`src/rtl/i2c10_addr_match.sv`:
```
module i2c10_addr_match #(
  parameter logic [4:0] HDR_TAG     = 5'b11110,
  parameter bit         ACK_WR_DATA = 1'b1
) (
  input  logic       clk,
  input  logic       rst_n,
  input  logic [9:0] own_addr,
  input  logic       ev_start,
  input  logic       ev_rstart,
  input  logic       ev_stop,
  input  logic       ev_byte,
  input  logic [7:0] rx_byte,
  input  logic       ev_mack,
  input  logic       mack_nack,
  output logic       ack_req,
  output logic       addressed,
  output logic       slave_tx
);

  typedef enum logic [2:0] {
    S_IDLE, S_HDR, S_LOW, S_RHDR, S_RX, S_TX, S_SKIP
  } st_t;

  st_t  st, st_n;
  logic ctx, ctx_n;
  logic ack_n, addr_n, tx_n;

  logic hdr_hit, hdr_wr, hdr_rd, low_hit;

  assign hdr_hit = (rx_byte[7:3] == HDR_TAG) && (rx_byte[2:1] == own_addr[9:8]);
  assign hdr_wr  = hdr_hit && !rx_byte[0];
  assign hdr_rd  = hdr_hit &&  rx_byte[0];
  assign low_hit = (rx_byte == own_addr[7:0]);

  always_comb begin
    st_n   = st;
    ctx_n  = ctx;
    ack_n  = 1'b0;
    addr_n = addressed;
    tx_n   = slave_tx;
    if (ev_stop) begin
      st_n   = S_IDLE;
      ctx_n  = 1'b0;
      addr_n = 1'b0;
      tx_n   = 1'b0;
    end else if (ev_start) begin
      st_n = S_HDR;
    end else if (ev_rstart) begin
      st_n = ctx ? S_RHDR : S_HDR;
    end else if (ev_byte) begin
      unique case (st)
        S_HDR: begin
          ctx_n = 1'b0;
          if (hdr_wr) begin
            st_n  = S_LOW;
            ack_n = 1'b1;
          end else begin
            st_n = S_SKIP;
          end
        end
        S_RHDR: begin
          if (hdr_rd) begin
            st_n   = S_TX;
            ack_n  = 1'b1;
            addr_n = 1'b1;
            tx_n   = 1'b1;
          end else if (hdr_wr) begin
            st_n  = S_LOW;
            ack_n = 1'b1;
            ctx_n = 1'b0;
          end else begin
            st_n  = S_SKIP;
            ctx_n = 1'b0;
          end
        end
        S_LOW: begin
          if (low_hit) begin
            st_n   = S_RX;
            ack_n  = 1'b1;
            ctx_n  = 1'b1;
            addr_n = 1'b1;
            tx_n   = 1'b0;
          end else begin
            st_n = S_SKIP;
          end
        end
        S_RX:    ack_n = ACK_WR_DATA;
        default: ;
      endcase
    end else if (ev_mack && mack_nack && st == S_TX) begin
      st_n = S_SKIP;
    end
  end

  always_ff @(posedge clk or negedge rst_n) begin
    if (!rst_n) begin
      st        <= S_IDLE;
      ctx       <= 1'b0;
      ack_req   <= 1'b0;
      addressed <= 1'b0;
      slave_tx  <= 1'b0;
    end else begin
      st        <= st_n;
      ctx       <= ctx_n;
      ack_req   <= ack_n;
      addressed <= addr_n;
      slave_tx  <= tx_n;
    end
  end

endmodule

```
`config.mk`:
```
export PLATFORM = sky130hd
export DESIGN_NAME = i2c10_addr_match
export DESIGN_NICKNAME = d
export VERILOG_FILES = /design/src/rtl/i2c10_addr_match.sv
export SDC_FILE = /design/constraint.sdc
export NUM_CORES = 1
export LEC_CHECK = 0
export BUFFER_PORTS_ARGS = -buffer_cell sky130_fd_sc_hd__buf_2
export CORE_AREA = 8 8 45 47
export CTS_CLUSTER_SIZE = 16
export DETAILED_ROUTE_END_ITERATION = 8
export DIE_AREA = 0 0 53 55
export PLACE_DENSITY = 0.81
export SLEW_MARGIN = 30
export SYNTH_ARGS = -nofsm -noshare
export SYNTH_HDL_FRONTEND = slang
export SYNTH_SLANG_ARGS = --single-unit
```
`constraint.sdc`:
```
create_clock -name clk -period 2.5 [get_ports clk]
set_input_delay 0.125 -clock clk [delete_from_list [all_inputs] [get_ports clk]]
set_output_delay 0.125 -clock clk [all_outputs]
set_load 0.05 [all_outputs]
```
==> impl_metrics.tcl, run 1 <==
set metrics [dict create \
    nNetsFinal 126 \
    dpl.hpwl_microns 1350 \
    hold_viol_final 0 \
    drtPass1Iterations 4 \
    fp-row-count 14 \
    outcome "completed" \
    cp_slowest_cell "or4_4" \
    finalCritPeriodShare_pct 65.7 \
    r2r-start "st[2]" \
    viasPerCell 5.54 \
    yosys.area.top_type "dfrtp_1" \
    seq_area_sq_um 175 \
    io_buffers 28 \
    r2r_end "slave_tx" \
    hold_ws_ps 142 \
    die_x_microns 53 \
    p_clk_share_pct 33.7 \
    htreeDepth 1 \
    clk_pin_slew_ps 50 \
    cts_max_path_buffers 2 \
    place_congestion 0.878 \
    rrSetupSlack_ps 860 \
    drc 0 \
    ys_seq_area_share_pct 29.0 \
    diodes 0 \
    ys_seq_elements 7 \
    cts_buffers 3 \
    hp-class "in -> reg" \
    antenna_found_initial 0 \
    core_sq_um 1380 \
    p_sw_uw 85.4 \
    fmax_mhz 609 \
    grt_pass1_vias 621 \
    synth_nets 94 \
    syn-cell-area_sq_um 603 \
    worstMarginPinSlew_ps 478 \
    maxCapViolations 0 \
    clock_latency_ps 250 \
    syn_inst 68 \
    p_int_uw 210 \
    relSlewSlack_pct 67.9 \
    area_delta_synth_final_pct 31.3 \
    path_delay_family "simple AND/OR/NAND/NOR gates" \
    fin_util_pct 57.2 \
    synthTopCellsByArea "dfrtp_1 (29%), xor2_1 (15%), a21oi_1 (4.1%)" \
    crit_required_ps 2660 \
    worst_setup_path_start_kind "register" \
    crit_path_end_kind "register" \
    layout_common_cells "buf_2 (28), xor2_1 (10), dfrtp_1 (7)" \
    ant_nets 0 \
    setup_violations 0 \
    ys_types 27 \
    skew_ps 2.41 \
    synth.top_cell.area_share_pct 29.0 \
    crit_chain "nand2b_1, a2111oi_2, or4_4, a221oi_2" \
    setup_tns_ps 0 \
    ios 29 \
    cts.sinks 7 \
    drt_iter0_markers 14 \
    dp.cells 110 \
    cp-startpoint "st[2]" \
    cts_tree "built" \
    chipHeight_microns 55 \
    grtUsageTotal_pct 12.1 \
    multiInputGateArea_sq_um 402 \
    yosysWarningCount 0 \
    initial_core_util_pct 43.6 \
    grt_overflow_total 0 \
    wire_per_inst_microns 13.6 \
    avgSynthCellArea_sq_um 8.87 \
    drive_above_1_share_pct 38.4 \
    p_comb_share_pct 25.2 \
    drv_slew 0 \
    die-area_sq_um 2920 \
    leakage_nw 0.393 \
    vias 637 \
    crit_fanout 8 \
    cp.buffers_inverters 0 \
    stdcell_count 115 \
    criticalPathCategory "reg -> reg" \
    cts-resized-gates 0 \
    endpoint "slave_tx" \
    nFillCells 146 \
    fin_crit_ps 1640 \
    worst-path-stages 4 \
    rsz0062_at_grt "no" \
    cts_root_buffer "clkbuf_4" \
    ir_drop_uv 249 \
    min_from "ev_stop" \
    p_sw_share_pct 28.9 \
    critical_path.max_stage_delay_ps 560 \
    grt_max_degree 9 \
    routed_wirelength_microns 1570 \
    cp.arrival_ps 1800 \
    grt_pass1_wl_microns 2590 \
    final_common_cell "buf_2" \
    rr_worst_depth 4 \
    power.density_nw_per_um2 373 \
    p_seq_share_pct 41.1 \
]
==> routing by layer <==
layer	part of all wire [%]	track usage [%]
met4	1.9	5.17
met5	0	0
met3	5.0	5.08
met2	55	22.3
met1	38	11.5
==> synthesized netlist by cell type, drive strengths merged <==
| master | number |
|---|---|
| a311oi | 2 |
| o31ai | 1 |
| nor2b | 1 |
| nand2 | 5 |
| nor3b | 1 |
| xor2 | 10 |
| or3b | 1 |
| a21oi | 5 |
| o311ai | 1 |
| nor2 | 4 |
| clkbuf | 2 |
| dfrtp | 7 |
| inv | 5 |
| a221oi | 1 |
| or4 | 1 |
| o21ba | 1 |
| o211a | 2 |
| nor3 | 3 |
| nand4 | 3 |
| nand3 | 3 |
| o21ai | 1 |
| nand2b | 2 |
| nor4 | 4 |
| a2111oi | 1 |
| o22a | 1 |
==> layout make-up <==
class	count	share of cell area (%)
Inverter	5	2.37
Multi-Input combinational cell	54	50.7
Clock buffer	4	3.32
Timing Repair Buffer	29	19.0
Sequential cell	7	22.1
Tap cell	16	2.53
==> repair_timing <==
action	in CTS	in global routing
setup buffers	0	0
hold endpoints to repair	7	0
hold buffers	1	0
==> flip-flops by register name (all words and copies together) (netlist names) <==
register,cells
ack_req,1
st,3
slave_tx,1
addressed,1
ctx,1
==> worst min path at each step <==
stage                      endpoint  slack, ps  cells past startpoint
after detailed placement        ctx        -30                      1
after CTS                  slave_tx        130                      2
final                      slave_tx        140                      2
after global placement    addressed        -40                      1
after global routing      addressed        140                      2
after floorplan             ack_req       -170                      0
==> stage by stage <==
| step | area (sq um) | worst slack, ps | power, mW |
|---|---|---|---|
| final | 792 | 857 | 0.296 |
| after global routing | 792 | 763 | 0.320 |
| after CTS | 792 | 857 | 0.300 |
| after detailed placement | 756 | 669 | 0.196 |
| after global placement | 756 | 705 | 0.194 |
| after floorplan | 603 | 870 | 0.162 |
==> logic make-up after synthesis <==
| family | after synthesis | synth area share (%) |
|---|---|---|
| flip-flops | 7 | 29.0 |
| AO/OA/AOI/OAI | 16 | 22.0 |
| AND/OR/NAND/NOR | 28 | 30.1 |
| buffers and inverters | 7 | 4.36 |
| XOR/XNOR | 10 | 14.5 |
==> power groups by stage <==
stage / Sequential (mW) / Clock [mW] / Combinational (mW)
2_1_floorplan: 0.121 / 0 / 0.0410
3_3_place_gp: 0.123 / 0 / 0.0711
3_5_place_dp: 0.123 / 0 / 0.0734
4_1_cts: 0.121 / 0.104 / 0.0750
5_1_grt: 0.122 / 0.115 / 0.0828
6_report: 0.122 / 0.0996 / 0.0745
Power figures use the tool's default switching activity.
==> run 2, diff against run 1 <==
ABC_AREA = 1   (was not set)
CORE_AREA = not set   (was 8 8 45 47)
CORE_MARGIN = 8   (was not set)
CORE_UTILIZATION = 43   (was not set)
DIE_AREA = not set   (was 0 0 53 55)
PLACE_DENSITY = 0.76   (was 0.81)
clock period = 1.45 ns   (was 2.5 ns; I/O delays follow)
==> run 2 against run 1 <==
Compared with the run above:
- via count grew 40%
- critical endpoint is now ctx
- wire length up 34%
- global-route usage grew 1.0 points
- core utilization about the same
- flip-flop and latch count did not move
- sequential power grew 80%
- worst hold slack lost 30 ps
- first-iteration DRC count grew to 2.6 times the previous value
==> impl_metrics.tcl, run 2 <==
set metrics [dict create \
    io_buffers 28 \
    clock_latency_ps 250 \
    dpl.hpwl_microns 1820 \
    syn_inst 138 \
    multiInputGateArea_sq_um 512 \
    power.density_nw_per_um2 634 \
    ir_drop_uv 536 \
    crit_fanout 5 \
    dp.cells 191 \
    ios 29 \
    seq_area_sq_um 175 \
    setup_tns_ps 0 \
    cts_buffers 3 \
    rrSetupSlack_ps 140 \
    endpoint "ctx" \
    diodes 0 \
    initial_core_util_pct 45.2 \
    finalCritPeriodShare_pct 90.2 \
    cp-startpoint "st[0]" \
    ys_seq_area_share_pct 22.4 \
    cts-resized-gates 0 \
    ys_seq_elements 7 \
    grt_overflow_total 0 \
    synth_common_cells "nand2_1 (53), inv_1 (17), nand3_1 (14)" \
    yosysWarningCount 0 \
    routed_wirelength_microns 2100 \
    synthTopCellsByArea "nand2_1 (25%), dfrtp_1 (22%), nand3_1 (9.0%)" \
    fin_crit_ps 1310 \
    cts.sinks 7 \
    final_common_cell "nand2_1" \
    drt_iter0_markers 37 \
    skew_ps 3.01 \
    setup_violations 0 \
    htreeDepth 1 \
    nNetsFinal 198 \
    drtPass1Iterations 4 \
    synth.top_cell.area_share_pct 25.5 \
    hold_viol_final 0 \
    nFillCells 184 \
    grt_pass1_vias 888 \
    hold_path_depth 3 \
    crit_path_end_kind "register" \
    grtUsageTotal_pct 13.1 \
    cp.arrival_ps 1450 \
    cts_hold_buf 1 \
    criticalPathCategory "reg -> reg" \
    area_delta_synth_final_pct 26.6 \
    die_x_microns 58.6 \
    r2r-start "st[0]" \
    hp-class "in -> reg" \
    largest_reg_flops 3 \
    ys_types 18 \
    drv_slew 0 \
    syn-cell-area_sq_um 781 \
    grt_max_degree 9 \
    placed_cell_area_sq_um 952 \
    antenna_found_initial 0 \
    outcome "completed" \
    r2r_end "ctx" \
    fp-row-count 15 \
    drive_above_1_share_pct 32.7 \
    layout_common_cells "nand2_1 (53), buf_2 (28), inv_1 (17), nand3_1 (14), nor2_1 (10)" \
    drc 0 \
    cts_max_path_buffers 2 \
    synth-edff-count 0 \
    worstMarginPinSlew_ps 278 \
    synthFlopType "dfrtp_1" \
    viasPerCell 4.54 \
    rr_worst_depth 8 \
    chipHeight_microns 58.6 \
    fmax_mhz 765 \
    synth_most_common_cell "nand2_1" \
    maxCapViolations 0 \
    vias 889 \
    cts_tree "built" \
    ant_nets 0 \
    yosys.area.top_type "nand2_1" \
    top_register "st" \
    fin_area_sq_um 988 \
    worst_setup_path_start_kind "register" \
    leakage_nw 0.565 \
    wire_per_inst_microns 10.7 \
    rsz0062_at_grt "no" \
    place_congestion 0.856 \
    synthArstFlopShare_pct 100 \
    synth_nets 164 \
    grt_pass1_wl_microns 3620 \
    clk_pin_slew_ps 50 \
    cts_root_buffer "clkbuf_4" \
    relSlewSlack_pct 81.4 \
    core_sq_um 1730 \
    avgSynthCellArea_sq_um 5.66 \
    crit_required_ps 1590 \
    die-area_sq_um 3440 \
    stdcell_count 196 \
    cts_setup_buffers 0 \
]
[run 2: cell count changes in the layout (fill, tap and decap cells not counted), sizes merged, moves of 3 or more]
cell   before  now
xnor2       0    3
nand2       5   57
nor2        4   19
inv         5   25
nand3       3   15
nor4        4    0
xor2       10    0
a21oi       5    2
[run 2: how the worst min path moves through the flow]
| stage | start | endpoint |
|---|---|---|
| final | ev_byte | ack_req |
| after global routing | ev_byte | ack_req |
| after CTS | ev_byte | ack_req |
| after detailed placement | rst_n | addressed |
| after global placement | rst_n | addressed |
| after floorplan | rst_n | ack_req |
[run 2: cell type report]
type / instances / area share, %
inverter: 25 / 9.49
multi-input combinational: 106 / 51.8
clock buffer: 4 / 2.66
sequential: 7 / 17.7
tap: 25 / 3.16
timing repair buffer: 29 / 15.2
[run 2: report_power, final]
part / internal, mW / leakage, nW / total [mW] / switching [mW]
sequential: 0.210 / 0.0915 / 0.220 / 0.0103
combinational: 0.0830 / 0.459 / 0.231 / 0.148
clock: 0.105 / 0.0150 / 0.176 / 0.0706
total: 0.398 / 0.565 / 0.627 / 0.229
[run 2: kinds of logic after synthesis]
kind of cell,count (synthesis),share of synthesized area (%)
compound gates,8,7.69
simple gates,95,54.5
flops,7,22.4
xor+xnor,3,3.37
buf+inv,25,12.0
[run 2: metal layers]
| metal | track usage, % | up-vias | routed length, microns |
|---|---|---|---|
| met2 | 24.1 | 22 | 1090 |
| li1 | - | 492 | - |
| met1 | 14.1 | 373 | 880 |
| met5 | 0 | - | 0 |
| met3 | 3.70 | 2 | 115 |
| met4 | 3.75 | 0 | 13 |
[run 2: worst max-delay path, cell delays in order, from the launching register on]
cell and delay [ps]:
dfrtp_1 400, inv_2 120, nand3_1 180, nor2_2 230, nand2_1 80, nand3_1 60
nor2_1 40, nand2_1 50, nand2_1 50
[run 2: per-stage QoR]
stage	hold WS [ps]	setup WS (ps)	power (mW)	util, %
CTS	102	146	0.634	57.2
floorplan	-223	303	0.370	-
detailed placement	-83.5	151	0.452	55.1
global route	109	7.43	0.685	57.2
global placement	-86.9	173	0.444	55.1
finish	112	142	0.627	57.2
